`src/rtl/sdram_bank_tracker.sv`:
```
module sdram_bank_tracker #(
  parameter int NUM_BANKS = 4,
  parameter int ROW_W     = 13,
  parameter int COL_X8_W  = 10,
  parameter int COL_X16_W = 9,
  parameter int AP_BIT    = 10,
  parameter int BURST_CYC = 2,
  localparam int BA_W     = $clog2(NUM_BANKS)
) (
  input  logic                       clk,
  input  logic                       rst,
  input  logic                       cke,
  input  logic                       cs_n,
  input  logic                       ras_n,
  input  logic                       cas_n,
  input  logic                       we_n,
  input  logic [ROW_W-1:0]           addr,
  input  logic [BA_W-1:0]            ba,
  input  logic                       org_x16,
  output logic [2:0]                 cmd,
  output logic [COL_X8_W-1:0]        col_addr,
  output logic [NUM_BANKS-1:0]       bank_open,
  output logic [NUM_BANKS*ROW_W-1:0] open_row,
  output logic [1:0]                 pwr_mode,
  output logic                       illegal
);
  localparam int CNT_W = $clog2(BURST_CYC + 1);
  localparam logic [CNT_W-1:0] BURST_LD = CNT_W'(BURST_CYC);
  localparam logic [COL_X8_W-1:0] X16_MASK = COL_X8_W'((1 << COL_X16_W) - 1);

  localparam logic [2:0] C_NOP = 3'd0, C_ACT = 3'd1, C_RD = 3'd2, C_WR = 3'd3,
                         C_PRE = 3'd4, C_REF = 3'd5, C_MRS = 3'd6, C_SRE = 3'd7;
  localparam logic [1:0] P_NORM = 2'd0, P_PPD = 2'd1, P_APD = 2'd2, P_SR = 2'd3;

  logic [2:0] raw, dec;
  logic       ill_d;
  logic       open_b [NUM_BANKS];
  logic [CNT_W-1:0] cnt_b [NUM_BANKS];
  logic [ROW_W-1:0] row_b [NUM_BANKS];

  always_comb begin
    case ({ras_n, cas_n, we_n})
      3'b011:  raw = C_ACT;
      3'b101:  raw = C_RD;
      3'b100:  raw = C_WR;
      3'b010:  raw = C_PRE;
      3'b001:  raw = C_REF;
      3'b000:  raw = C_MRS;
      default: raw = C_NOP;
    endcase
  end

  wire awake    = (pwr_mode == P_NORM) && cke;
  wire entering = (pwr_mode == P_NORM) && !cke;
  wire any_open = |bank_open;
  wire sel_open = open_b[ba];
  wire sel_busy = cnt_b[ba] != '0;
  wire ap       = addr[AP_BIT];
  wire is_rw    = (dec == C_RD) || (dec == C_WR);

  always_comb begin
    if (cs_n)                          dec = C_NOP;
    else if (awake)                    dec = raw;
    else if (entering && raw == C_REF) dec = C_SRE;
    else                               dec = C_NOP;
  end

  always_comb begin
    ill_d = 1'b0;
    if (is_rw && (!sel_open || sel_busy))           ill_d = 1'b1;
    if (dec == C_ACT && sel_open)                    ill_d = 1'b1;
    if ((dec == C_REF || dec == C_SRE) && any_open)  ill_d = 1'b1;
  end

  for (genvar g = 0; g < NUM_BANKS; g++) begin : g_bank
    wire hit = ba == BA_W'(g);
    always_ff @(posedge clk) begin
      if (rst) begin
        open_b[g] <= 1'b0;
        cnt_b[g]  <= '0;
        row_b[g]  <= '0;
      end else begin
        if (cnt_b[g] != '0) begin
          cnt_b[g] <= cnt_b[g] - 1'b1;
          if (cnt_b[g] == CNT_W'(1)) open_b[g] <= 1'b0;
        end
        if (dec == C_ACT && hit && !open_b[g]) begin
          open_b[g] <= 1'b1;
          row_b[g]  <= addr;
        end
        if (dec == C_PRE && (ap || hit)) begin
          open_b[g] <= 1'b0;
          cnt_b[g]  <= '0;
        end
        if (is_rw && hit && ap && !ill_d) cnt_b[g] <= BURST_LD;
        if (pwr_mode == P_SR) open_b[g] <= 1'b0;
      end
    end
    assign bank_open[g] = open_b[g];
    assign open_row[g*ROW_W +: ROW_W] = open_b[g] ? row_b[g] : '0;
  end

  always_ff @(posedge clk) begin
    if (rst) begin
      pwr_mode <= P_NORM;
    end else if (pwr_mode == P_NORM) begin
      if (!cke)
        pwr_mode <= (dec == C_SRE && !any_open) ? P_SR : (any_open ? P_APD : P_PPD);
    end else if (cke) begin
      pwr_mode <= P_NORM;
    end
  end

  always_ff @(posedge clk) begin
    if (rst) begin
      cmd      <= C_NOP;
      illegal  <= 1'b0;
      col_addr <= '0;
    end else begin
      cmd      <= dec;
      illegal  <= ill_d;
      col_addr <= is_rw ? (addr[COL_X8_W-1:0] & (org_x16 ? X16_MASK : '1)) : '0;
    end
  end
endmodule


```
`config.mk`:
```
export PLATFORM = sky130hd
export DESIGN_NAME = sdram_bank_tracker
export DESIGN_NICKNAME = d
export VERILOG_FILES = /design/src/rtl/sdram_bank_tracker.sv
export SDC_FILE = /design/constraint.sdc
export NUM_CORES = 1
export LEC_CHECK = 0
export BUFFER_PORTS_ARGS = -buffer_cell sky130_fd_sc_hd__buf_2
export CORE_MARGIN = 1.5
export CORE_UTILIZATION = 52
export DETAILED_ROUTE_END_ITERATION = 10
export GPL_TIMING_DRIVEN = 0
export PLACE_DENSITY = 0.85
export RECOVER_POWER = 25
export SLEW_MARGIN = 20
export SYNTH_ARGS = -nofsm -noshare
export SYNTH_HDL_FRONTEND = slang
export SYNTH_SLANG_ARGS = --single-unit
```
`constraint.sdc`:
```
create_clock -name clk -period 2.7 [get_ports clk]
set_input_delay 0.135 -clock clk [delete_from_list [all_inputs] [get_ports clk]]
set_output_delay 0.135 -clock clk [all_outputs]
set_load 0.01 [all_outputs]
```
==> flow_summary_export.csv <==
group,metric,value,unit
run_status,status,"finished clean",
power,leakage,1.92,nW
global_routing,track_usage,21.6,%
floorplanning,rows,31,
yosys,async_flop_share,0,%
timing,fin_skew,0.00974,ns
yosys,synth.distinct_cells,41,
worst_setup_path,crit_end,"row_b[1][6]",
global_routing,grt_pass1_vias,2728,
timing,period_share,92.4,%
worst_setup_path,r2r_end,"row_b[1][6]",
power,ir_worst_vdd,330,uV
timing,drv_slew,0,
global_routing,antenna_found_initial,0,
floorplanning,die-area,0.00802,sq mm
route,vias,2841,
place,dp_cells,530,
clock_tree,cts_sinks,80,
clock_tree,clock_latency,0.35,ns
power,power_frac_clock,26.7,%
timing,setup_ws,0.205,ns
timing,holdWs,0.0537,ns
finish,area_growth_syn_to_layout,18.7,%
worst_setup_path,crit_start,"pwr_mode[1]",
global_routing,grt_use_met1,28.7,%
finish,nets,475,
place,gp_congestion,0.873,
floorplanning,start_util,53.7,%
yosys,synth_seq_area_share,57.6,%
power,power.density,663,mW/mm^2
finish,final_cells,546,
power,switchingPower,0.966,mW
clock_tree,hold_buffers,0,
global_routing,gr-usage-met2,34.9,%
global_routing,grt_max_degree,16,
clock_tree,root_buffer,"clkbuf_8",
yosys,synth_top_area_cell,"edfxtp_1",
finish,drive_above_1_share,23.0,%
power,seqPwrFrac,50.8,%
yosys,synth_area_leaders,"edfxtp_1, and2_1, dfxtp_1, ha_1, nor2_1",
route,wl_per_cell,15.0,um
timing,timing.fmax,401,MHz
power,power.internal,2.10,mW
yosys,avgSynthCellArea,11.5,sq um
timing,relSlewSlack,57.7,%
floorplanning,ios,95,
clock_tree,cts.htree.levels,3,
place,post-place-ws,0.218,ns
yosys,synthCells,339,
timing,tightest_slew,0.631,ns
timing,hold_viol,0,
worst_setup_path,crit_type,"reg -> reg",
worst_setup_path,worst_setup_path_end_kind,"flip-flop",
hold_path,hp-class,"in -> reg",
floorplanning,core_area,0.00725,sq mm
yosys,ys_ff_latch,80,
power,pwr-share-comb,22.5,%
global_routing,gr-total-overflow,0,
global_routing,grt_pass1_wl,12900,um
timing,fin_crit,2.49,ns
worst_setup_path,r2r_setup_slack,0.21,ns
worst_setup_path,start_kind,"flip-flop",
yosys,yosys_warnings,0,
yosys,synth_nets,372,
floorplanning,die_x,89.5,um
route,drt_iter0_drc,141,
power,swShare,31.5,%
finish,antenna_cells,0,
worst_setup_path,critPathRequiredTime,2.69,ns
yosys,synthesis.area,0.00389,sq mm
timing,timing.setup.tns,0,ns
clock_tree,postCtsResizedCells,0,
yosys,synth_edf_count,64,
worst_setup_path,cp_max_fo,13,
clock_tree,clk_pin_slew,0.09,ns
place,numPortBuffers,92,
route,drcViolationCount,0,
route,wl,8220,um
clock_tree,cts_buffers,9,
worst_setup_path,reg2reg_from,"pwr_mode[1]",
floorplanning,die_h,89.5,um
route,viasPerCell,5.20,
flow_run,drv_cap,0,
place,dp_hpwl,6150,um
worst_setup_path,rr_worst_depth,6,
timing,setup_violations,0,
global_routing,busiest_layer,"met2",
worst_setup_path,arrival,2.48,ns
finish,fin_area,0.00462,sq mm
route,dr.pass1.iters,4,
place,placed_area,0.00448,sq mm
clock_tree,cts_setup_buffers,0,
yosys,synth_top_area_share,49.3,%
clock_tree,cts_tree,"yes",
yosys,synth_flop_cell,"edfxtp_1",
global_routing,met3_usage,3.97,%
route,antenna_left,0,
timing,grt_setup_unrepaired,"no",
clock_tree,clockBufferDepth,2,
-- final cells by class --
class / count / area (sq um)
Sequential cell: 80 / 2240
Buffer: 17 / 93.8
Tap cell: 99 / 124
Clock buffer: 9 / 124
Timing Repair Buffer: 92 / 427
Fill cell: 605 / 2630
Multi-Input combinational cell: 228 / 1510
Inverter: 14 / 52.6
Clock inverter: 7 / 55.1
-- critical path, stage by stage, from the launching register on --
cell	delay, ns
dfxtp_1	0.37
nor2_1	0.17
ha_1	0.32
nand3_1	0.20
clkbuf_1	0.27
or3_1	0.39
nand2_1	0.42
-- synthesized netlist by cell type, drive strengths merged, types with 3 or more instances --
cell,count
nor4,6
nor2,26
or3,5
o21ai,7
or2,4
clkbuf,11
edfxtp,64
nor3,9
buf,6
nor3b,4
or4,3
nor2b,5
dfxtp,16
ha,10
inv,14
and2,113
a21oi,6
nand2,7
-- state kept, by name, summed over array words and instances (netlist names) --
| register | cells |
|---|---|
| pwr_mode | 2 |
| row_b | 52 |
| cnt_b | 8 |
| open_b | 4 |
| illegal | 1 |
| col_addr | 10 |
| cmd | 3 |
-- power groups by stage --
| stage | combinational, mW | clock [mW] | sequential, mW |
|---|---|---|---|
| after floorplan | 0.466 | 0 | 1.57 |
| after global placement | 0.658 | 0 | 1.58 |
| after detailed placement | 0.703 | 0 | 1.58 |
| after CTS | 0.707 | 0.824 | 1.56 |
| after global routing | 0.790 | 0.870 | 1.58 |
| final | 0.691 | 0.819 | 1.56 |
-- kinds of logic (layout without fill, tap and decap cells) --
family                   Yosys count  count (layout)  share of synthesized area (%)
flip-flops                        80              80                           57.6
AO/OA/AOI/OAI                     22              22                           3.60
adder cells (fa/ha/maj)           10              10                           3.21
multiplexers                       2               2                           1.16
buffers and inverters             31             139                           3.76
AND/OR/NAND/NOR                  194             194                           30.7
-- worst min-delay path by stage --
stage               startpoint          end  cells after the start
detailed placement     org_x16  col_addr[9]                      2
global route           org_x16  col_addr[9]                      2
floorplan              addr[0]  col_addr[0]                      1
CTS                    org_x16  col_addr[9]                      2
global placement       org_x16  col_addr[9]                      2
finish                 org_x16  col_addr[9]                      2
-- stage by stage --
stage                     util [%]  total power, mW
after floorplan                  -             2.03
after CTS                     64.2             3.09
after detailed placement      61.8             2.29
after global placement        61.8             2.23
final                         63.8             3.07
after global routing          63.8             3.24
-- cells in the final DEF (no fill, tap or decap), types with 2 or more instances in the layout --
| cell type | count |
|---|---|
| inv_6 | 2 |
| nor2b_1 | 5 |
| edfxtp_1 | 64 |
| nand2b_1 | 2 |
| nor3b_1 | 4 |
| clkbuf_4 | 4 |
| buf_6 | 2 |
| nor4_1 | 3 |
| inv_1 | 13 |
| nor2_1 | 24 |
| clkinv_2 | 2 |
| o2111ai_1 | 2 |
| nand2_1 | 7 |
| or2_2 | 4 |
| buf_2 | 65 |
| and2_0 | 19 |
| o311ai_0 | 2 |
| dfxtp_1 | 16 |
| o21ai_0 | 7 |
| ha_1 | 10 |
| or4_1 | 3 |
| nor3_1 | 8 |
| clkbuf_1 | 38 |
| o22ai_1 | 2 |
| or3_1 | 5 |
| nor4_2 | 3 |
| and2_1 | 94 |
| a21oi_1 | 6 |
| mux4_2 | 2 |
| clkbuf_8 | 9 |
| nor2_2 | 2 |
| or4b_1 | 2 |
-- routing by layer --
| metal | routed length, um | part of all wire (%) | vias to the layer above |
|---|---|---|---|
| met2 | 3930 | 48 | 96 |
| met4 | 176 | 2.1 | 0 |
| li1 | - | - | 1371 |
| met1 | 3590 | 44 | 1357 |
| met5 | 0 | 0 | - |
| met3 | 524 | 6.4 | 17 |
No activity file was read; power rests on OpenSTA's default activity.
